File: config.mk
export PLATFORM = sky130hd
export DESIGN_NAME = sram_ctl
export DESIGN_NICKNAME = d
export VERILOG_FILES = /design/src/rtl/sram_ctl_pkg.sv /design/src/rtl/sram_ctl_timer.sv /design/src/rtl/sram_ctl_lanes.sv /design/src/rtl/sram_ctl.sv
export SDC_FILE = /design/constraint.sdc
export NUM_CORES = 1
export LEC_CHECK = 0
export ABC_AREA = 1
export BUFFER_PORTS_ARGS = -buffer_cell sky130_fd_sc_hd__buf_2
export CAP_MARGIN = 20
export CORE_MARGIN = 2
export CORE_UTILIZATION = 47
export CTS_CLUSTER_DIAMETER = 150
export DETAILED_ROUTE_END_ITERATION = 16
export PLACE_DENSITY = 0.84
export SLEW_MARGIN = 20
export SYNTH_ARGS = -nofsm -noshare
export SYNTH_HDL_FRONTEND = slang
export SYNTH_SLANG_ARGS = --single-unit
File: constraint.sdc
create_clock -name clk -period 1.7 [get_ports clk]
set_input_delay 0.085 -clock clk [delete_from_list [all_inputs] [get_ports clk]]
set_output_delay 0.085 -clock clk [all_outputs]
set_load 0.02 [all_outputs]
File: src/rtl/sram_ctl_pkg.sv
package sram_ctl_pkg;

  typedef enum logic [2:0] {
    ST_IDLE,
    ST_WSET,
    ST_WPUL,
    ST_WHOLD,
    ST_RD,
    ST_NOP
  } state_t;

  typedef struct packed {
    logic ce_n;
    logic oe_n;
    logic we_n;
    logic dq_oe;
  } pin_ctl_t;

  // Strobe levels that belong to each state; registered by the top.
  function automatic pin_ctl_t ctl_of(state_t s);
    pin_ctl_t c;
    c.ce_n  = !(s inside {ST_WSET, ST_WPUL, ST_WHOLD, ST_RD});
    c.oe_n  = (s != ST_RD);
    c.we_n  = (s != ST_WPUL);
    c.dq_oe = (s inside {ST_WSET, ST_WPUL, ST_WHOLD});
    return c;
  endfunction

  function automatic int max_of(int a, int b);
    return (a > b) ? a : b;
  endfunction

endpackage

File: src/rtl/sram_ctl_timer.sv
module sram_ctl_timer #(
  parameter int CNT_W = 2
) (
  input  logic             clk,
  input  logic             rst_n,
  input  logic             load,
  input  logic [CNT_W-1:0] load_val,
  output logic             last
);
  logic [CNT_W-1:0] cnt_q;

  always_ff @(posedge clk or negedge rst_n) begin
    if (!rst_n)             cnt_q <= '0;
    else if (load)          cnt_q <= load_val;
    else if (cnt_q != '0)   cnt_q <= cnt_q - 1'b1;
  end

  // A phase of N cycles is loaded with N; its final cycle sees 1.
  assign last = (cnt_q == CNT_W'(1));
endmodule

File: src/rtl/sram_ctl_lanes.sv
module sram_ctl_lanes #(
  parameter int DATA_W = 16
) (
  input  logic [DATA_W/8-1:0] mask,
  output logic [DATA_W/8-1:0] lane_en_n,
  input  logic [DATA_W-1:0]   rd_pins,
  output logic [DATA_W-1:0]   rd_kept
);
  localparam int LANES = DATA_W / 8;

  for (genvar g = 0; g < LANES; g++) begin : g_lane
    assign lane_en_n[g]        = ~mask[g];
    assign rd_kept[g*8 +: 8]   = mask[g] ? rd_pins[g*8 +: 8] : 8'h00;
  end
endmodule

File: src/rtl/sram_ctl.sv
module sram_ctl
  import sram_ctl_pkg::*;
#(
  parameter int ADDR_W   = 17,
  parameter int DATA_W   = 16,
  parameter int RD_WAIT  = 3,
  parameter int WR_PULSE = 2
) (
  input  logic                  clk,
  input  logic                  rst_n,
  input  logic                  req_valid,
  output logic                  req_ready,
  input  logic                  req_write,
  input  logic [ADDR_W-1:0]     req_addr,
  input  logic [DATA_W-1:0]     req_wdata,
  input  logic [DATA_W/8-1:0]   req_mask,
  output logic                  rsp_valid,
  output logic [DATA_W-1:0]     rsp_rdata,
  output logic [ADDR_W-1:0]     mem_addr,
  output logic                  mem_ce_n,
  output logic                  mem_oe_n,
  output logic                  mem_we_n,
  output logic [DATA_W/8-1:0]   mem_be_n,
  output logic [DATA_W-1:0]     mem_dq_o,
  output logic                  mem_dq_oe,
  input  logic [DATA_W-1:0]     mem_dq_i
);
  localparam int LANES = DATA_W / 8;
  localparam int CNT_W = $clog2(max_of(RD_WAIT, WR_PULSE) + 1);

  state_t st_q, st_d;
  pin_ctl_t ctl_d;

  logic [ADDR_W-1:0] addr_q;
  logic [DATA_W-1:0] data_q;
  logic [LANES-1:0]  mask_q, mask_sel, lane_en_n;
  logic              write_q;
  logic [DATA_W-1:0] rd_kept;

  // Named internal events
  logic accept, rd_done, nop_rd_done, tmr_load, tmr_last;
  logic [CNT_W-1:0] tmr_val;

  assign req_ready   = (st_q == ST_IDLE);
  assign accept      = req_valid && req_ready;
  assign rd_done     = (st_q == ST_RD) && tmr_last;
  assign nop_rd_done = (st_q == ST_NOP) && !write_q;

  always_comb begin
    st_d = st_q;
    unique case (st_q)
      ST_IDLE:  if (accept) begin
                  if (req_mask == '0)  st_d = ST_NOP;
                  else if (req_write)  st_d = ST_WSET;
                  else                 st_d = ST_RD;
                end
      ST_WSET:  st_d = ST_WPUL;
      ST_WPUL:  if (tmr_last) st_d = ST_WHOLD;
      ST_WHOLD: st_d = ST_IDLE;
      ST_RD:    if (tmr_last) st_d = ST_IDLE;
      ST_NOP:   st_d = ST_IDLE;
      default:  st_d = ST_IDLE;
    endcase
  end

  assign tmr_load = (st_d != st_q) && (st_d == ST_RD || st_d == ST_WPUL);
  assign tmr_val  = (st_d == ST_RD) ? CNT_W'(RD_WAIT) : CNT_W'(WR_PULSE);
  assign ctl_d    = ctl_of(st_d);
  assign mask_sel = accept ? req_mask : mask_q;

  sram_ctl_timer #(.CNT_W(CNT_W)) u_timer (
    .clk      (clk),
    .rst_n    (rst_n),
    .load     (tmr_load),
    .load_val (tmr_val),
    .last     (tmr_last)
  );

  sram_ctl_lanes #(.DATA_W(DATA_W)) u_lanes_wr (
    .mask      (mask_sel),
    .lane_en_n (lane_en_n),
    .rd_pins   (mem_dq_i),
    .rd_kept   (rd_kept)
  );

  always_ff @(posedge clk or negedge rst_n) begin
    if (!rst_n) begin
      st_q    <= ST_IDLE;
      addr_q  <= '0;
      data_q  <= '0;
      mask_q  <= '0;
      write_q <= 1'b0;
    end else begin
      st_q <= st_d;
      if (accept) begin
        addr_q  <= req_addr;
        data_q  <= req_wdata;
        mask_q  <= req_mask;
        write_q <= req_write;
      end
    end
  end

  // Strobes registered from the next state so the pins never glitch.
  always_ff @(posedge clk or negedge rst_n) begin
    if (!rst_n) begin
      mem_ce_n  <= 1'b1;
      mem_oe_n  <= 1'b1;
      mem_we_n  <= 1'b1;
      mem_dq_oe <= 1'b0;
      mem_be_n  <= '1;
    end else begin
      mem_ce_n  <= ctl_d.ce_n;
      mem_oe_n  <= ctl_d.oe_n;
      mem_we_n  <= ctl_d.we_n;
      mem_dq_oe <= ctl_d.dq_oe;
      mem_be_n  <= ctl_d.ce_n ? '1 : lane_en_n;
    end
  end

  assign mem_addr = addr_q;
  assign mem_dq_o = data_q;

  always_ff @(posedge clk or negedge rst_n) begin
    if (!rst_n) begin
      rsp_valid <= 1'b0;
      rsp_rdata <= '0;
    end else begin
      rsp_valid <= rd_done || nop_rd_done;
      if (rd_done)          rsp_rdata <= rd_kept;
      else if (nop_rd_done) rsp_rdata <= '0;
    end
  end
endmodule

# After elaboration in Yosys (flattened, before gate mapping)
# Cells that the tools add are included.
word_totals:
  ff_bits: 64
  in_bits: 55
  output_inout_bits: 57
  wordCells: 58
classes:
  n_addsub: 1
  eq_ne: 12
  muxes: 15
  n_bitwise: 2
  n_reduce_logical: 15
ops:
  columns: ["cell", "n"]
  rows:
  - ["2-to-1 mux 16 bit", 2]
  - ["2-to-1 mux 8 bit", 2]
  - ["2-to-1 mux 3 bit", 5]
  - ["one-hot mux 3 bit (4 select lines)", 1]
  - ["== test 3 x 2 -> 1 bit, second input constant", 3]
  - ["== test 3 bit, second input constant", 3]
  - ["2-to-1 mux 2 bit", 4]
  - ["== test 3 x 1 -> 1 bit, second input constant", 2]
  - ["nonzero test 2 bit", 3]
  - ["logical AND 1 bit", 4]
  - ["nonzero test 4 bit", 1]
  - ["zero test 3 bit", 1]
  - ["!= test 3 x 2 -> 1 bit, second input constant", 1]
  - ["!= test 3 bit", 1]
  - ["!= test 3 bit, second input constant", 1]
  - ["nonzero test 3 bit", 1]
  - ["== test 2 x 1 -> 1 bit, second input constant", 1]
  - ["zero test 1 bit", 2]
  - ["zero test 2 bit", 1]
  - ["logical OR 1 bit", 2]
  - ["inverter 1 bit", 2]
  - ["subtractor 2 x 1 -> 2 bit, second input constant", 1]
  - ["2-to-1 mux 1 bit", 1]

# Longest topological paths before layout
# Gate-level depths: netlist (run 1).
depth:
  depth_word: 8
  ltp_mapped: 9
  ltp_nobuf: 9

# Cells and area by module
# A second synthesis (run 1) with hierarchy kept.
unflattened:
  cells_unflattened: 328
  hier_area_um2: 2780.2
by_module_without_submodules:
  columns: ["module", "instances", "cells_each", "area_per_inst_um2", "seq_area_each_um2"]
  rows:
  - ["sram_ctl", 1, 275, 2498.6, 1557.7]
  - ["sram_ctl_lanes", 1, 36, 150.1, 0.0]
  - ["sram_ctl_timer", 1, 17, 131.4, 50.0]

# Worst setup path before layout (run 1)
# Ideal clock, no wire load.
synth_path:
  path_kind: "reg2reg"
  startpoint: "register st_q[2]"
  endpoint: "register mem_be_n[0]"
  setup_time_ps: 76
  t_arrival_ps: 1264
  required_time_ps: 1624
  setup_slack_ps: 360
  stages_incl_launch_ff: 9
  path_buffers: 0
  period_less_slack_ps: 1340
  cell_sequence: "dfrtp_1 > inv_1 > nand2_1 > nor2_1 > nand3_1 > nand3_1 > nand2_1 > nand2_2 > nand2_1"
synth_via:
  elab_chain_cells: 7
  elab_cells_between_ends: 17
  classes_between: "eq/ne: 7; mux: 6; bitwise: 1; reduce/logical: 3"
synth_lines:
  columns: ["item", "line_no", "rtl"]
  rows:
  - ["start: declaration", "sram_ctl.sv:31", "state_t st_q, st_d;"]
  - ["start signal: assignment", "sram_ctl.sv:94", "st_q <= st_d;"]
  - ["zero test 3 bit *", "sram_ctl.sv:44", "assign req_ready = (st_q == ST_IDLE);"]
  - ["net req_ready", "sram_ctl.sv:12", "output logic req_ready,"]
  - ["logical AND 1 bit", "sram_ctl.sv:45", "assign accept = req_valid && req_ready;"]
  - ["2-to-1 mux 3 bit", "sram_ctl.sv:52", "ST_IDLE: if (accept) begin"]
  - ["one-hot mux 3 bit (4 select lines)", "sram_ctl.sv:51", "unique case (st_q)"]
  - ["== test 3 x 1 -> 1 bit (tied with other cells)", "sram_ctl_pkg.sv:22", "c.ce_n = !(s inside {ST_WSET, ST_WPUL, ST_WHOLD, ST_RD});"]
  - ["nonzero test 4 bit", "sram_ctl_pkg.sv:22", null]
  - ["2-to-1 mux 2 bit *", "sram_ctl.sv:117", "mem_be_n <= ctl_d.ce_n ? '1 : lane_en_n;"]
  - ["end signal: assignment", "sram_ctl.sv:117", null]
  - ["end: declaration", "sram_ctl.sv:23", "output logic [DATA_W/8-1:0] mem_be_n,"]
# Mark *: on every way through the listed nets, which the timed path passes. The rest lies on a longest branch.
# A chain may end at the register's enable or synchronous reset.

# Worst setup path after layout (run 1)
layout_path:
  startpoint: "register st_q[2]"
  endpoint: "register data_q[6] (netlist: mem_dq_o[6])"
layout_via:
  elab_chain_cells: 2
layout_lines:
  columns: ["item", "line_no", "rtl"]
  rows:
  - ["zero test 3 bit", "sram_ctl.sv:44", null]
  - ["logical AND 1 bit", "sram_ctl.sv:45", null]
  - ["end signal: assignment", "sram_ctl.sv:97", "data_q <= req_wdata;"]
  - ["end: declaration", "sram_ctl.sv:35", "logic [DATA_W-1:0] data_q;"]
# Every way passes these cells.

==> run summary, run 1 <==
Synthesized flop and latch total = 64
Placer Congestion = 0.836
Congestion Overflow GR = 0
CTS tree = done
Seq/Total Area, Yosys = 62.2%
Unique masters post-synth = 24
Filler Cell Count = 392
Ratio of final minimum period to clock period = 87.1%
H-tree Lvls = 3
CP startpoint kind = flop
Die width = 78.2 um
Via/cell ratio = 4.75
Largest net degree at the start of global routing = 65
Power Density = 1940 nW/um2
IO Port Bufs = 111
Post-route clock skew = 8.29 ps
Area of the multi-input gates = 816 um2
Final WL = 6020 um
Worst IR Drop VDD = 1.11 mV
Critical Path RT = 1900 ps
Core Area = 5410 um2
Final Util = 70.9%
Longest Clk Path Bufs = 2
Mapped Cells = 213
Status = completed
P&R area growth vs syn = 48.2%
Site Rows = 27
Final non-filler cell area = 3830 um2
Share of cells above drive strength 1 = 47.5%
Placed Area = 3220 um2
Slowest stage delay, CP = 450 ps
Slew at the pin closest to its max-slew limit = 459 ps
# setup viols final = 0
Highest-count cells in the layout ignoring fill and taps = buf_2, dfrtp_1, dlygate4sd3_1
Syn nets = 270
Via count = 2114
Worst skew pair latency = 330 ps
Synth warn = 0
Max-slew headroom = 69.3%
Pre-Repair DR Iteration Count = 4
All-Layer GR Usage = 20.9%
Worst Path Arrival = 1690 ps
Max-cap viol count = 0
N_diodes = 0
Initial antenna violation count = 0
Most common cell after layout, fill and taps aside = buf_2
Number of synthesized flops with an enable pin = 0
Wirelength per Cell = 13.5 um
Clk root buf = clkbuf_8
Cells along the critical path = nor2_1 > nand3_2 > buf_4 > mux2_2
Setup tns final = 0 ps
Leak Pwr = 1.92 nW
Vias in the first global route = 2208
Synthesized area per cell = 12.1 um2
CP max FO = 28
Final Critical Period = 1480 ps
Seq. cell area = 1610 um2
Dpl hpwl = 3860 um
Pins Over Slew Limit = 0
Mapped cell area = 2580 um2
TritonCTS buffer count = 9
Die area = 6110 um2
Antenna-violating nets left = 0
Nets = 425
Asr flop ratio synth = 100%
Clock Sink Count = 64
Initial Util = 47.8%
Hold Fails Final Rpt = 0
First-pass GRT wire length = 9720 um
DR iter-0 viols = 85
Post-synth top flop = dfrtp_1
WS Path Type = flop to flop
Height of the die = 78.2 um
HP Class = input pin to flop
RSZ-0062 raised after global routing = false
Worst Setup End Kind = flop
CTS clk-pin slew, worst paths = 70 ps
Num ports = 112
Fmax = 675 MHz
CP max-delay cell = dfrtp_1
DRC violations left = 0
[what timing repair did]
action,in CTS,in global routing
hold buffers,35,1
hold endpoints to repair,93,1
resized for setup,0,0
buffers inserted,0,0
[where the power goes]
part | switching, mW | internal [mW] | total [mW]
clock network | 0.556 | 1.01 | 1.57
logic | 1.94 | 1.29 | 3.23
registers | 0.355 | 2.27 | 2.62
[final timing paths]
path                                    from            to  slack, ps  depth (start not counted)
min in group asynchronous              rst_n  rsp_rdata[0]        290                          3
max in group asynchronous              rst_n      mem_we_n       1080                          3
worst min-delay path             mem_dq_i[9]  rsp_rdata[9]         20                          3
worst max-delay path                 st_q[2]   mem_dq_o[6]        220                          4
worst max register to register       st_q[2]   mem_dq_o[6]        220                          4
worst min register to register  mem_dq_o[14]  mem_dq_o[14]        500                          1
[metrics by stage]
step           hold slack (ps)  total power [mW]  cells  setup slack, ps
2_1_floorplan             -211              4.78    213              360
5_1_grt                   3.49              7.88    445              101
3_3_place_gp               121              5.66    393              271
6_report                  19.8              7.42    445              219
3_5_place_dp               124              5.79    393              235
4_1_cts                   2.21              7.46    444              215
[registers in the layout, indices dropped and copies added, names as in the netlist, 2 cells and up]
register	flops
st_q	3
rsp_rdata	16
u_timer.cnt_q	2
mem_dq_o	16
mem_be_n	2
mem_addr	17
mask_q	2
[layout make-up]
type	instances	area share, %
Multi-Input combinational cell	111	21.3
Sequential cell	64	42.0
Timing Repair Buffer	150	24.8
Clock buffer	11	3.69
Clock inverter	5	2.71
Tap cell	72	2.35
Inverter	32	3.14
[worst max-delay path, delay by kind of cell (launching register included)]
| family | cells | cell delay [ps] |
|---|---|---|
| buf+inv | 1 | 340 |
| simple gates | 2 | 180 |
| flops | 1 | 450 |
| mux | 1 | 380 |
[synthesized netlist by cell type (2+ instances only)]
cell type,instances,area [um2]
dfrtp_1,59,1480
mux2_2,33,372
inv_1,31,116
nand2_1,27,101
o22ai_1,16,100
nor2_1,10,37.5
dfstp_2,5,131
nand3_1,5,25.0
buf_2,3,15.0
o21ai_0,3,15.0
o21ai_4,3,48.8
buf_4,2,15.0
ha_1,2,25.0
nand3_2,2,20.0
nor2_4,2,22.5
nor3_1,2,10.0
[logic make-up after synthesis]
family | synth area share, %
muxes | 14.4
buffers and inverters | 6.24
DFF | 62.2
and+or+nand+nor | 9.15
xor gates and xnor gates | 0.339
adders and majority gates | 0.968
AOI/OAI and AO/OA | 6.73
[routing by layer]
metal  share of wire (%)  global-route usage [%]  vias to the layer above  wire, um
met1                  39                    22.9                     1019      2350
met2                  54                    37.4                       69      3230
li1                    -                       -                     1014         -
met5                   0                       0                        -         0
met3                 5.2                    6.32                       12       311
met4                 2.2                    8.77                        0       131
Note: power is estimated with default switching activity, not from simulation.
==> run 2, diff against run 1 <==
Settings changed: ABC_AREA 1 to unset, CORE_UTILIZATION 47 to 48, PLACE_DENSITY 0.84 to 0.86.
Clock period 1.7 ns to 1.8 ns, I/O delays scaled along.
==> run summary, run 2 <==
Hold Fails Final Rpt = 0 (unchanged)
Max-slew headroom = 69.1% (-0.16 points)
Fmax = 582 MHz (-14%)
Site Rows = 26 (-3.7%)
Congestion Overflow GR = 0 (unchanged)
Vias in the first global route = 2430 (+10%)
Num ports = 112 (unchanged)
RR Startpoint = u_timer.cnt_q[0]
Yosys top cell area share = 59.3% (+2.2 points)
CP max-delay cell = or4b_2
Synth warn = 0 (unchanged)
M1 wire length = 2810 um (+20%)
Via/cell ratio = 4.83 (+1.7%)
TritonCTS buffer count = 9 (unchanged)
Pins Over Slew Limit = 0 (unchanged)
Wirelength per Cell = 13.9 um (+2.7%)
CP startpoint = u_timer.cnt_q[0]
Leak Pwr = 2.11 nW (+9.9%)
WS Path Type = flop to flop
# setup viols final = 0 (unchanged)
Pre-Repair DR Iteration Count = 5 (+1)
Height of the die = 76.0 um (-2.7%)
Core Area = 5040 um2 (-6.7%)
Worst Path Arrival = 1960 ps (+270 ps)
Mapped cell area = 2490 um2 (-3.6%)
Area leader, netlist = dfrtp_1
All-Layer GR Usage = 25.0% (+4.1 points)
Hold path cells = 2 (-1)
Met3 routed wirelength = 368 um (+18%)
Mapped Cells = 242 (+14%)
Placer Congestion = 0.888 (+6.2%)
Final Util = 76.2% (+5.4 points)
Power Density = 1660 nW/um2 (-15%)
Wire length on met2 = 3440 um (+6.5%)
Die area = 5780 um2 (-5.4%)
Count leader, synth = nand2_1
Initial antenna violation count = 0 (unchanged)
Asr flop ratio synth = 100% (unchanged)
Critical Path RT = 2040 ps (+140 ps)
Number of synthesized flops with an enable pin = 0 (unchanged)
Nets = 468 (+10%)
Syn nets = 299 (+11%)
Worst hold start = mem_dq_i[6]
Worst IR Drop VDD = 0.917 mV (-18%)
H-tree Lvls = 3 (unchanged)
Unique masters post-synth = 29 (+21%)
Post-synth top flop = dfrtp_1
CTS clk-pin slew, worst paths = 60 ps (about the same)
Max-cap viol count = 0 (unchanged)
CP max FO = 6 (-79%)
P&R area growth vs syn = 54.3%
DRC violations left = 0 (unchanged)
First-pass GRT wire length = 11300 um (+16%)
IO Port Bufs = 111 (unchanged)
Setup tns final = 0 ps (unchanged)
Initial Util = 49.4% (+1.6 points)
Longest Clk Path Bufs = 2 (unchanged)
Die width = 76.0 um (-2.7%)
Antenna-violating nets left = 0 (unchanged)
Highest-count cells in the layout ignoring fill and taps = nand2_1, buf_2, dfrtp_1
Clk root buf = clkbuf_8
Dpl hpwl = 3870 um (+0.33%)
Seq/Total Area, Yosys = 64.5% (+2.3 points)
Post-route clock skew = 8.10 ps (-0.195 ps)
Clock Sink Count = 64 (unchanged)
Synth top cells by count = nand2_1, dfrtp_1, a22o_1, nor2_1
Ratio of final minimum period to clock period = 95.4% (+8.2 points)
Slowest stage delay, CP = 650 ps (+200 ps)
HP Class = input pin to flop
N_diodes = 0 (unchanged)
Max FFs per register = 17 (unchanged)
Hold_ws = 8.93 ps (-10.8 ps)
CP startpoint kind = flop
Leading post-synthesis cells by cell area = dfrtp_1, nand2_1, a22o_1
Tot Pwr = 6.37 mW (-14%)
Synthesized flop and latch total = 64 (unchanged)
DR iter-0 viols = 93 (+9.4%)
Worst Setup End Kind = flop
Share of cells above drive strength 1 = 34.4% (-13 points)
R2R Path End = mem_be_n[1]
Worst skew pair latency = 330 ps (about the same)
Reg-to-reg slack, setup = 80 ps (-140 ps)
Worst r2r path cells = 4 (unchanged)
DR top layer = met4
Via count = 2347 (+11%)
Status = completed
Slew at the pin closest to its max-slew limit = 463 ps (+4.15 ps)
Cells along the critical path = ha_1 > or4b_2 > o21ai_1 > a21boi_0
RSZ-0062 raised after global routing = false
Post-CTS setup buffer count = 0 (unchanged)
Hold endpoint = rsp_rdata[6]
Final Critical Period = 1720 ps (+235 ps)
Final WL = 6750 um (+12%)
Most common cell after layout, fill and taps aside = nand2_1
CTS tree = done
Largest net degree at the start of global routing = 39 (-40%)
Synthesized area per cell = 10.3 um2 (-15%)
run 2: layout make-up:
cell class / count / area (um2)
Clock buffer: 14 / 173
Multi-Input combinational cell: 161 / 805
Fill cell: 323 / 1200
Sequential cell: 64 / 1610
Inverter: 4 / 15.0
Timing Repair Buffer: 171 / 1140
Clock inverter: 2 / 12.5
Tap cell: 70 / 87.6
run 2: metrics by stage:
stage / area [um2] / std cells / setup slack [ps]
detailed placement: 3160 / 420 / 83.1
global placement: 3160 / 420 / 167
floorplan: 2490 / 242 / 200
finish: 3840 / 486 / 83.2
CTS: 3840 / 486 / 63.4
global route: 3840 / 486 / 23.7
run 2: repair_timing:
| item | 4_1_cts | 5_1_grt |
|---|---|---|
| hold endpoints to repair | 108 | 0 |
| endpoints found under the setup margin | 0 | 1 |
| resized for setup | 0 | 1 |
| hold buffers | 50 | 0 |
run 2: per-layer routing:
metal  GRT usage, %  vias to the layer above
met4           10.4                        0
li1               -                     1121
met5              0                        -
met3           5.45                       15
met2           43.4                       95
met1           30.3                     1116
run 2: cells by family after synthesis:
kind of cell | after synthesis | synth area share [%]
and+or+nand+nor | 130 | 22.0
xor gates and xnor gates | 2 | 0.703
adders and majority gates | 2 | 1.00
buffers and inverters | 17 | 3.16
DFF | 64 | 64.5
AOI/OAI and AO/OA | 27 | 8.54
run 2: power by group:
| part | total, mW | leakage (nW) | switching [mW] | internal [mW] |
|---|---|---|---|---|
| Combinational | 2.80 | 1.22 | 1.75 | 1.06 |
| Sequential | 2.44 | 0.804 | 0.346 | 2.10 |
| Clock | 1.12 | 0.0927 | 0.510 | 0.612 |
run 2: worst max-delay path by stage:
stage	end	slack, ps
4_1_cts	mem_be_n[1]	60
2_1_floorplan	mem_oe_n	200
5_1_grt	mem_be_n[1]	20
3_5_place_dp	mem_be_n[1]	80
6_report	mem_be_n[1]	80
3_3_place_gp	mem_be_n[0]	170
run 2: critical path: cells and delay by family, from the launching register on:
kind                     cells  cell delay (ps)
AO/OA/AOI/OAI                2              310
adder cells (fa/ha/maj)      1              270
flip-flops                   1              410
AND/OR/NAND/NOR              1              650
==> run 3, diff against run 2 <==
Settings changed: GPL_TIMING_DRIVEN set to 0.
==> run summary, run 3 (synthesis results as in run 2) <==
Via/cell ratio = 4.79 (-0.86%)
Final WL = 6850 um (+1.4%)
Hold Fails Final Rpt = 0 (unchanged)
Post-route clock skew = 11.5 ps (+3.36 ps)
Max FFs per register = 17 (unchanged)
IO Port Bufs = 111 (unchanged)
Slew at the pin closest to its max-slew limit = 778 ps (+314 ps)
Placer Congestion = 0.783 (-12%)
Antenna-violating nets left = 0 (unchanged)
Most common cell after layout, fill and taps aside = buf_2
HP Class = input pin to flop
Power Density = 1720 nW/um2 (+3.5%)
Fin cells = 494 (+1.6%)
First-pass GRT wire length = 11700 um (+3.3%)
Critical Path RT = 2050 ps (about the same)
TritonCTS buffer count = 9 (unchanged)
CTS tree = done
Hold path cells = 3 (+1)
Leak Pwr = 2.16 nW (+2.4%)
RR Startpoint = st_q[1]
Reg-to-reg slack, setup = 100 ps (+20 ps)
Cells along the critical path = buf_6 > or4b_4 > or3_1 > and2_1
R2R Path End = mem_oe_n
Site Rows = 26 (unchanged)
Highest-count cells in the layout ignoring fill and taps = buf_2, nand2_1, dfrtp_1
Worst skew pair latency = 330 ps (about the same)
WS Path Type = flop to flop
Dpl hpwl = 3920 um (+1.4%)
Wirelength per Cell = 13.9 um (-0.21%)
Pre-Repair DR Iteration Count = 4 (-1)
Final non-filler cell area = 3950 um2 (+2.7%)
Initial Util = 49.4% (unchanged)
Inst Count DP = 423 (+0.71%)
Setup tns final = 0 ps (unchanged)
Num ports = 112 (unchanged)
Tot Pwr = 6.77 mW (+6.3%)
Die area = 5780 um2 (unchanged)
Final Util = 78.3% (+2.0 points)
P&R area growth vs syn = 58.4%
PnR worst setup slack = 103 ps (+19.4 ps)
Hold_ws = 77.7 ps (+68.8 ps)
Fmax = 589 MHz (+1.1%)
CP startpoint kind = flop
Max-cap viol count = 0 (unchanged)
Max-slew headroom = 48.1% (-21 points)
Hold endpoint = st_q[0]
RSZ-0062 raised after global routing = false
Place WS = -60.9 ps (-144 ps)
Status = completed
DRC violations left = 0 (unchanged)
Ratio of final minimum period to clock period = 94.3% (-1.1 points)
Clk root buf = clkbuf_8
CP max-delay cell = or4b_4
Longest Clk Path Bufs = 2 (unchanged)
Worst Setup End Kind = flop
Worst r2r path cells = 4 (unchanged)
Via count = 2365 (+0.77%)
CTS clk-pin slew, worst paths = 70 ps (about the same)
Clock Sink Count = 64 (unchanged)
Nets = 476 (+1.7%)
N_diodes = 0 (unchanged)
H-tree Lvls = 3 (unchanged)
# setup viols final = 0 (unchanged)
Height of the die = 76.0 um (unchanged)
Final Critical Period = 1700 ps (-19.4 ps)
Core Area = 5040 um2 (unchanged)
DR iter-0 viols = 101 (+8.6%)
Largest net degree at the start of global routing = 65 (+67%)
Worst Path Arrival = 1950 ps (about the same)
All-Layer GR Usage = 25.6% (+0.66 points)
Congestion Overflow GR = 0 (unchanged)
Slowest stage delay, CP = 540 ps (-110 ps)
Worst hold start = req_valid
CP max FO = 9 (+3)
Initial antenna violation count = 0 (unchanged)
Pins Over Slew Limit = 0 (unchanged)
Share of cells above drive strength 1 = 34.9% (+0.53 points)
Die width = 76.0 um (unchanged)
Worst IR Drop VDD = 0.942 mV (+2.7%)
Placed Area = 3140 um2 (-0.67%)
Vias in the first global route = 2537 (+4.4%)
[run 3: worst max path at each step]
stage | slack [ps] | start | to | depth (start not counted)
after floorplan | 200 | st_q[1] | mem_oe_n | 4
after global placement | -50 | st_q[0] | mem_addr[7] | 5
after detailed placement | -60 | st_q[0] | mem_addr[13] | 5
after CTS | 30 | u_timer.cnt_q[0] | mem_be_n[1] | 4
after global routing | 20 | st_q[1] | mem_addr[13] | 6
final | 100 | st_q[1] | mem_oe_n | 4
[run 3: timing repair]
item | in CTS | in global routing
pin swaps | 0 | 1
hold endpoints to repair | 111 | 0
gates cloned | 0 | 0
gates resized for setup | 4 | 5
endpoints found under the setup margin | 23 | 32
hold buffers | 53 | 0
buffers inserted | 0 | 2
[run 3: per-layer routing]
metal  vias up  global-route usage [%]  part of all wire [%]
met5         -                       0                     0
met4         0                    11.1                   2.4
met3        16                    6.52                   5.7
met2        90                    44.4                    51
met1      1119                    30.4                    41
li1       1140                       -                     -
[run 3: where the power goes]
part	internal, mW	total (mW)	switching, mW	leakage [nW]
Combinational	1.06	2.85	1.79	1.24
Sequential	2.10	2.43	0.328	0.804
Clock	0.959	1.49	0.528	0.124
Total	4.12	6.77	2.65	2.16
[run 3: cell type report]
| class | instances | area (um2) |
|---|---|---|
| inverters | 4 | 15.0 |
| fillers | 308 | 1100 |
| plain buffers | 13 | 72.6 |
| well taps | 70 | 87.6 |
| multi-input cells | 161 | 815 |
| flip-flops and latches | 64 | 1610 |
| clock buffers | 11 | 141 |
| clock inverters | 5 | 104 |
| repair buffers | 166 | 1100 |
[run 3: critical path, delay by kind of cell (launching register included)]
family        cells  cell delay [ps]
buf+inv           1              140
flops             1              380
simple gates      3             1110
